**config.mk**
```make
export PLATFORM = sky130hd
export DESIGN_NAME = prio_intc
export DESIGN_NICKNAME = d
export VERILOG_FILES = /design/src/rtl/pic_pkg.sv /design/src/rtl/pic_sense.sv /design/src/rtl/pic_resolve.sv /design/src/rtl/pic_isr_bank.sv /design/src/rtl/prio_intc.sv
export SDC_FILE = /design/constraint.sdc
export NUM_CORES = 1
export LEC_CHECK = 0
export BUFFER_PORTS_ARGS = -buffer_cell sky130_fd_sc_hd__buf_2
export CAP_MARGIN = 20
export CELL_PAD_IN_SITES_DETAIL_PLACEMENT = 1
export CELL_PAD_IN_SITES_GLOBAL_PLACEMENT = 1
export CORE_MARGIN = 2
export CORE_UTILIZATION = 39
export DETAILED_ROUTE_END_ITERATION = 7
export GPL_TIMING_DRIVEN = 0
export PLACE_DENSITY_LB_ADDON = 0.08
export RECOVER_POWER = 50
export SLEW_MARGIN = 10
export SYNTH_ARGS = -nofsm -noshare
export SYNTH_HDL_FRONTEND = slang
export SYNTH_HIERARCHICAL = 1
export SYNTH_SLANG_ARGS = --single-unit
```
**constraint.sdc**
```tcl
create_clock -name clk -period 3.2 [get_ports clk]
set_clock_uncertainty 0.15 [all_clocks]
set_input_delay 0.16 -clock clk [delete_from_list [all_inputs] [get_ports clk]]
set_output_delay 0.16 -clock clk [all_outputs]
set_load 0.1 [all_outputs]
```
**src/rtl/pic_pkg.sv**
```systemverilog
package pic_pkg;
  parameter int unsigned PIC_LINES = 8;
  localparam int unsigned VEC_W = $clog2(PIC_LINES);

  typedef logic [PIC_LINES-1:0] line_vec_t;
  typedef logic [VEC_W-1:0]     vec_t;

  // index of the lowest set bit (0 when none)
  function automatic vec_t first_set(line_vec_t v);
    vec_t r;
    r = '0;
    for (int i = PIC_LINES - 1; i >= 0; i--) begin
      if (v[i]) r = vec_t'(i);
    end
    return r;
  endfunction

  // bit i set when no in-service bit at index <= i
  function automatic line_vec_t above_service(line_vec_t isr);
    line_vec_t r;
    logic      blk;
    blk = 1'b0;
    for (int i = 0; i < PIC_LINES; i++) begin
      blk  = blk | isr[i];
      r[i] = ~blk;
    end
    return r;
  endfunction

  // drop the lowest set bit
  function automatic line_vec_t drop_first(line_vec_t v);
    line_vec_t r;
    logic      done;
    r    = v;
    done = 1'b0;
    for (int i = 0; i < PIC_LINES; i++) begin
      if (v[i] && !done) begin
        r[i] = 1'b0;
        done = 1'b1;
      end
    end
    return r;
  endfunction

  function automatic line_vec_t one_hot(vec_t idx);
    return line_vec_t'(1) << idx;
  endfunction
endpackage

```
**src/rtl/pic_sense.sv**
```systemverilog
module pic_sense
  import pic_pkg::*;
(
  input  logic      clk,
  input  logic      rst_n,
  input  line_vec_t irq_in,
  input  logic      level_mode,
  input  line_vec_t take,
  output line_vec_t seen
);
  line_vec_t irq_q;
  line_vec_t latch_q;
  line_vec_t rise;

  for (genvar g = 0; g < PIC_LINES; g++) begin : g_line
    assign rise[g] = irq_in[g] & ~irq_q[g];

    always_ff @(posedge clk) begin
      if (!rst_n) begin
        irq_q[g]   <= 1'b0;
        latch_q[g] <= 1'b0;
      end else begin
        irq_q[g] <= irq_in[g];
        if (take[g])      latch_q[g] <= 1'b0;
        else if (rise[g]) latch_q[g] <= 1'b1;
      end
    end

    // latch output gated by the live input
    assign seen[g] = level_mode ? irq_in[g] : (latch_q[g] & irq_in[g]);
  end

  p_latch_from_high_r5: assert property (@(posedge clk) disable iff (!rst_n)
    (latch_q & ~$past(latch_q) & ~$past(irq_in)) == '0);

  p_take_disarms_r8: assert property (@(posedge clk) disable iff (!rst_n)
    (take != '0) |=> ((latch_q & $past(take)) == '0));
endmodule

```
**src/rtl/pic_resolve.sv**
```systemverilog
module pic_resolve
  import pic_pkg::*;
(
  input  line_vec_t seen,
  input  line_vec_t mask,
  input  line_vec_t isr,
  output logic      any_req,
  output vec_t      winner
);
  line_vec_t eligible;

  assign eligible = seen & ~mask & above_service(isr);
  assign any_req  = |eligible;
  assign winner   = first_set(eligible);
endmodule

```
**src/rtl/pic_isr_bank.sv**
```systemverilog
module pic_isr_bank
  import pic_pkg::*;
(
  input  logic      clk,
  input  logic      rst_n,
  input  logic      eoi,
  input  logic      set_en,
  input  vec_t      set_idx,
  output line_vec_t isr_q
);
  line_vec_t after_eoi;
  line_vec_t isr_d;

  assign after_eoi = eoi ? drop_first(isr_q) : isr_q;
  assign isr_d     = after_eoi | (set_en ? one_hot(set_idx) : '0);

  always_ff @(posedge clk) begin
    if (!rst_n) isr_q <= '0;
    else        isr_q <= isr_d;
  end

  p_eoi_drops_one_r10: assert property (@(posedge clk) disable iff (!rst_n)
    (eoi && !set_en && isr_q != '0) |=>
      ($countones(isr_q) + 1 == $countones($past(isr_q))));
endmodule

```
**src/rtl/prio_intc.sv**
```systemverilog
module prio_intc
  import pic_pkg::*;
(
  input  logic                 clk,
  input  logic                 rst_n,
  input  logic [PIC_LINES-1:0] irq_in,
  input  logic                 level_mode,
  input  logic [PIC_LINES-1:0] mask,
  input  logic                 eoi,
  input  logic                 inta,
  output logic                 int_out,
  output logic [VEC_W-1:0]     vec_out,
  output logic                 vec_valid,
  output logic                 vec_default,
  output logic [PIC_LINES-1:0] isr_out
);
  line_vec_t seen;
  line_vec_t isr_q;
  line_vec_t take;
  logic      any_req;
  vec_t      winner;
  logic      ack_hit;

  logic      int_q;
  vec_t      vec_q;
  logic      valid_q;
  logic      dflt_q;

  assign ack_hit = inta & any_req;
  assign take    = ack_hit ? one_hot(winner) : '0;

  pic_sense u_sense (
    .clk        (clk),
    .rst_n      (rst_n),
    .irq_in     (irq_in),
    .level_mode (level_mode),
    .take       (take),
    .seen       (seen)
  );

  pic_resolve u_resolve (
    .seen    (seen),
    .mask    (mask),
    .isr     (isr_q),
    .any_req (any_req),
    .winner  (winner)
  );

  pic_isr_bank u_isr (
    .clk     (clk),
    .rst_n   (rst_n),
    .eoi     (eoi),
    .set_en  (ack_hit),
    .set_idx (winner),
    .isr_q   (isr_q)
  );

  always_ff @(posedge clk) begin
    if (!rst_n) begin
      int_q   <= 1'b0;
      vec_q   <= '0;
      valid_q <= 1'b0;
      dflt_q  <= 1'b0;
    end else begin
      int_q   <= any_req;
      valid_q <= inta;
      if (inta) begin
        vec_q  <= ack_hit ? winner : vec_t'(PIC_LINES - 1);
        dflt_q <= ~ack_hit;
      end
    end
  end

  assign int_out     = int_q;
  assign vec_out     = vec_q;
  assign vec_valid   = valid_q;
  assign vec_default = dflt_q;
  assign isr_out     = isr_q;

  p_valid_after_ack_r11: assert property (@(posedge clk) disable iff (!rst_n)
    inta |=> vec_valid);

  p_no_stray_valid_r11: assert property (@(posedge clk) disable iff (!rst_n)
    !inta |=> !vec_valid);

  p_default_is_seven_r4: assert property (@(posedge clk) disable iff (!rst_n)
    (vec_valid && vec_default) |-> (vec_out == vec_t'(PIC_LINES - 1)));

  p_default_keeps_isr_r4: assert property (@(posedge clk) disable iff (!rst_n)
    (vec_valid && vec_default && !$past(eoi)) |-> (isr_out == $past(isr_out)));

  p_winner_in_service_r1: assert property (@(posedge clk) disable iff (!rst_n)
    (vec_valid && !vec_default) |-> isr_out[vec_out]);
endmodule

```
## Word level (Yosys, flattened, before mapping)

Cells that the tools add are included.
W data, S select, Z words.

| storage, ports and cells | value |
|---|---|
| bits of input ports | 21 |
| bits in registers | 30 |
| word-level logic and storage cells | 124 |
| output and inout port bits | 14 |

| cells by class | value |
|---|---|
| reductions and logical operators | 23 |
| multiplexer cells | 33 |
| shifts and indexed selects | 1 |
| bitwise logic cells | 46 |

Operators with widths:

| cell | count |
|---|---|
| $mux W3 | 9 |
| $mux W1 | 22 |
| $not A1 Y1 | 18 |
| $and A1 B1 Y1 | 17 |
| $and A8 B8 Y8 | 2 |
| $mux W8 | 2 |
| $reduce_or A2 Y1 | 8 |
| $not A8 Y8 | 1 |
| $or A8 B8 Y8 | 1 |
| $reduce_or A8 Y1 | 1 |
| $shl A1 B3 Y8 const A | 1 |
| $logic_and A1 B1 Y1 | 7 |
| $logic_not A1 Y1 | 7 |
| $or A1 B1 Y1 | 7 |

## Logic depth before layout (Yosys ltp)

| depth | value |
|---|---|
| depth after elaboration | 24 |
| mapped depth | 11 |
| depth with buffers taken out | 10 |

## Modules after synthesis

The synthesis kept the hierarchy.

Modules (own cells, without submodules):

| module | times used | cells each | area an instance (um2) | sequential area each (um2) |
|---|---|---|---|---|
| pic_sense | 1 | 58 | 616.8 | 320.3 |
| pic_isr_bank | 1 | 36 | 359.1 | 160.2 |
| prio_intc | 1 | 29 | 276.5 | 120.1 |
| pic_resolve | 1 | 29 | 202.7 | 0.0 |

## Least setup slack after synthesis

Ideal clock, no wire load.

| timing | value |
|---|---|
| path type | reg2reg |
| start | register u_isr.isr_q[3] |
| end | register u_sense.latch_q[5] |
| data arrival time | 2.637 ns |
| path slack | 0.297 ns |
| setup time | 0.116 ns |
| clock period less this slack | 2.903 ns |
| required time | 2.934 ns |
| buffers on the path | 0 |
| stages on the path, launching flop included | 9 |
| cells stage by stage | dfxtp_1 or4_4 nor4b_4 nand3_1 a21oi_1 nand2_1 nor2_1 inv_1 o211a_1 |

| on the way | value |
|---|---|
| longest elaborated chain between the ends | 18 |
| elaborated cells between the ends (all ways) | 24 |
| those cells by class | 1 x shift; 9 x mux; 12 x bitwise; 2 x reduce/logical |

Ends and longest elaborated chain:

| element | RTL line | source |
|---|---|---|
| start, declared | pic_isr_bank.sv:9 | `output line_vec_t isr_q` |
| start signal, assigned | pic_isr_bank.sv:19 | `else isr_q <= isr_d;` |
| $or A1 B1 Y1 * | pic_pkg.sv:24 | `blk = blk \| isr[i];` |
| $or A1 B1 Y1 (4 in a row) | pic_pkg.sv:24 |  |
| $not A1 Y1 | pic_pkg.sv:25 | `r[i] = ~blk;` |
| $and A8 B8 Y8 * | pic_resolve.sv:12 | `assign eligible = seen & ~mask & above_service(isr);` |
| $mux W3 (4 in a row) | pic_pkg.sv:13 | `if (v[i]) r = vec_t'(i);` |
| $mux W3 * (4 in a row) | pic_pkg.sv:13 |  |
| named net winner[0] | prio_intc.sv:21 | `vec_t winner;` |
| $shl A1 B3 Y8 * | pic_pkg.sv:46 | `return line_vec_t'(1) << idx;` |
| $mux W8 * | prio_intc.sv:30 | `assign take = ack_hit ? one_hot(winner) : '0;` |
| named net take[5] | prio_intc.sv:19 | `line_vec_t take;` |
| $reduce_or A2 Y1 (no source line) * | - |  |
| end signal, assigned by index | pic_sense.sv:21 | `latch_q[g] <= 1'b0;` |
| end signal, assigned by index | pic_sense.sv:24 | `if (take[g]) latch_q[g] <= 1'b0;` |
| end signal, assigned by index | pic_sense.sv:25 | `else if (rise[g]) latch_q[g] <= 1'b1;` |
| end, declared | pic_sense.sv:12 | `line_vec_t latch_q;` |

The timed path passes the listed nets; every way through them passes the cells marked *.
A chain may end at the register's enable or synchronous reset.

## Worst setup path in the final report

| timing | value |
|---|---|
| start | input irq_in[7] |
| end | register u_sense.latch_q[7] |

| on the way | value |
|---|---|
| longest elaborated chain between the ends | 15 |
| elaborated cells between the ends (all ways) | 18 |
| those cells by class | 1 x shift; 10 x mux; 5 x bitwise; 2 x reduce/logical |

Ends and longest elaborated chain:

| element | RTL line | source |
|---|---|---|
| start, declared | prio_intc.sv:6 | `input logic [PIC_LINES-1:0] irq_in,` |
| $and A1 B1 Y1 | pic_sense.sv:30 | `assign seen[g] = level_mode ? irq_in[g] : (latch_q[g] & irq_in[g]);` |
| $mux W1 * | pic_sense.sv:30 |  |
| named net seen[7] | prio_intc.sv:17 | `line_vec_t seen;` |
| $and A8 B8 Y8 * (2 in a row) | pic_resolve.sv:12 |  |
| $mux W3 * (8 in a row) | pic_pkg.sv:13 |  |
| named net winner[0] | prio_intc.sv:21 |  |
| $shl A1 B3 Y8 * | pic_pkg.sv:46 |  |
| $mux W8 * | prio_intc.sv:30 |  |
| named net take[7] | prio_intc.sv:19 |  |
| $reduce_or A2 Y1 (no source line) * | - |  |

Marks and branches as above.

==> impl_metrics.yaml <==
yosys:
  synth.largest_area_cell: "dfxtp_1"
  ys_ff_latch: 30
  syn_nets: 173
  syn_inst: 152
  synth_top_flop_cell: "dfxtp_1"
  syn-cell-area_mm2: 0.00146
  ys_async_sr_fraction_pct: 0
  synth_cell_type_count: 39
  synth_area_leaders: "dfxtp_1 41%, nor2b_1 6.4%, o211a_1 6.2%"
  yosysSeqAreaShare_pct: 41.3
  synth_warnings: 6
  synth-edff-count: 0
  syn_area_per_cell_um2: 9.57
  yosysTopAreaCellShare_pct: 41.3
pwr:
  power_uw: 1080
  p_leak_uw: 0.000773
  p_per_area_mw_per_mm2: 591
  vdd_ir_drop_max_mv: 0.320
sta:
  hold_violations: 0
  fin_crit_ns: 2.91
  tns_ns: 0
  rsz0062_at_grt: "no"
  fin_crit_sh_pct: 91.0
  finalSetupViolCount: 0
  relSlewSlack_pct: 22.1
  final_max_slew_viol_count: 0
  worstMarginPinSlew_ns: 1.17
  fin_hold_ws_ns: 0.0728
  fmax_ghz: 0.343
worst_hold_path:
  hold_path.startpoint: "eoi"
  holdCritPathClass: "input port to flip-flop"
  min_delay_worst_endpoint: "u_isr/isr_q[0]"
  whs_path_depth: 4
placement:
  dp_cells: 232
  placed_area_mm2: 0.00168
  io_buffer_count: 32
  dp.final_hpwl_um: 2540
  gp_congestion: 0.892
final_layout:
  fillCellCount: 446
  nNetsFinal: 221
  area_growth_pct: 25.4
  drive_gt1_share_pct: 19.4
  final_cell_count_no_fill: 249
  n_antenna_cell: 0
  stdcell_area_mm2: 0.00182
critical_path:
  slowest_delay_ns: 0.81
  ff2ff_setup_slack_ns: 0.32
  startpoint: "irq_in[7]"
  startpoint_type: "input port"
  critical_path_class: "input port to flip-flop"
  cp-end-kind: "flip-flop"
  cp_slowest_cell: "a21oi_1"
  required_ns: 3.23
  path_cells: "dlygate4sd3_1 -> buf_2 -> o21a_1 -> or3b_1 -> o31ai_1 -> nand3_1 -> a21oi_1 -> nand2_1 -> nor2_1 -> inv_1 -> o211a_1"
  crit_path_max_fanout: 13
  arrival_ns: 2.95
  reg2regPathDepth: 8
  r2r_start: "u_isr/isr_q[3]"
  r2r_end: "u_sense/latch_q[7]"
floorplan:
  num_io_pins: 35
  fp.dieH_um: 65.1
  initial_core_util_pct: 40.0
  num_rows: 22
  core-area_mm2: 0.00363
  dieArea_mm2: 0.00424
  fp.dieW_um: 65.1
cts:
  cts_setup_buffers: 0
  cts_tree: "yes"
  root_buffer: "clkbuf_8"
  path_clk_slew_ns: 0.06
  insertion_delay_ns: 0.29
  cts-resized-gates: 0
  clock-sinks: 30
  holdBufCountCts: 9
  cts_buffer_depth: 2
  numCtsBuffers: 5
  ctsHtreeMaxLevel: 2
global_routing:
  grt_usage_pct: 18.5
  grt_pass1_vias: 1272
  grt_max_degree: 22
  antenna_found_initial: 0
  gr-total-overflow: 0
  grt_pass1_wl_um: 5790
route:
  vias: 1268
  drc: 0
  ant_nets: 0
  firstDrtPassIters: 4
  wl_um: 3450
  drt_iter0_drc: 19
  vias_per_cell: 5.09
  wl_per_cell_um: 13.8
outcome:
  status: "completed"
flow_run:
  max_cap_viol_count: 0
[power breakdown]
part | switching [uW] | internal, uW | total (uW) | leakage [uW]
Sequential | 22.2 | 405 | 427 | 0.000248
Clock | 141 | 173 | 315 | 0.0000482
Combinational | 234 | 102 | 336 | 0.000477
Total | 398 | 680 | 1080 | 0.000773
[logic make-up after synthesis]
logic type | synth area share (%)
buf+inv | 4.47
compound gates | 22.7
flops | 41.3
simple gates | 31.6
[sequential cells by signal, indices dropped and copies added (netlist names)]
register,cells
int_out,1
u_isr/isr_q,8
u_sense/irq_q,8
u_sense/latch_q,8
vec_default,1
vec_out,3
vec_valid,1
[worst max-delay path: cells and delay by family]
family | cells | cell delay, ns
AO/OA/AOI/OAI | 4 | 1.28
buffers and inverters | 3 | 0.68
AND/OR/NAND/NOR | 4 | 0.81
[layer usage]
layer,track usage [%],vias up,part of all wire [%]
met4,8.85,0,2.3
met5,0,-,0
met1,21.5,599,45
li1,-,637,-
met2,30.4,23,48
met3,6.25,9,4.4
[how the worst max path moves through the flow]
stage                          to  cells after the start
5_1_grt        u_sense/latch_q[7]                     11
2_1_floorplan  u_sense/latch_q[5]                      8
4_1_cts        u_sense/latch_q[7]                     11
6_report       u_sense/latch_q[7]                     11
3_5_place_dp   u_sense/latch_q[7]                      8
3_3_place_gp   u_sense/latch_q[7]                      8
[through the flow]
stage	setup WS (ns)	util, %
2_1_floorplan	0.297	-
3_3_place_gp	0.367	46.1
3_5_place_dp	0.369	46.1
4_1_cts	0.313	51.1
5_1_grt	0.0844	50.2
6_report	0.287	50.2
[cell usage in the layout, fill, tap and decap left out, types with 3 or more instances in the layout]
cell type and n:
nor2b_1 15, clkbuf_1 22, dfxtp_1 30, o21a_1 8, clkbuf_8 6, dlygate4sd3_1 9
o211a_1 9, a21boi_1 3, and2_2 8, and2_1 3, nand2_1 4, nand2b_1 7
buf_2 13, nor2_1 10, o21ai_0 3, inv_1 10, a21oi_1 6
[cell type report]
class	count	area, um^2	share of cell area, %
Multi-Input combinational cell	109	790	43.3
Sequential cell	30	601	32.9
Timing Repair Buffer	41	225	12.3
Clock buffer	7	86.3	4.73
Tap cell	48	60.1	3.29
Inverter	10	37.5	2.06
Buffer	3	20.0	1.10
Clock inverter	1	5.00	0.274
[cell usage after synthesis (2+ instances only)]
cell	n
buf_6	2
nor2b_1	15
nor2_1	10
a21oi_1	6
o21ai_1	2
nor3_2	2
and2_2	8
and2_1	3
nand2_1	4
o211a_1	9
o21ai_0	3
a21boi_0	2
a21boi_1	3
inv_1	10
o21a_1	8
nand2b_1	7
a32oi_1	2
nand3_1	2
or3b_1	2
dfxtp_1	30
nand4_1	2
o31ai_1	2
o221a_1	2
Power figures use the tool's default switching activity.
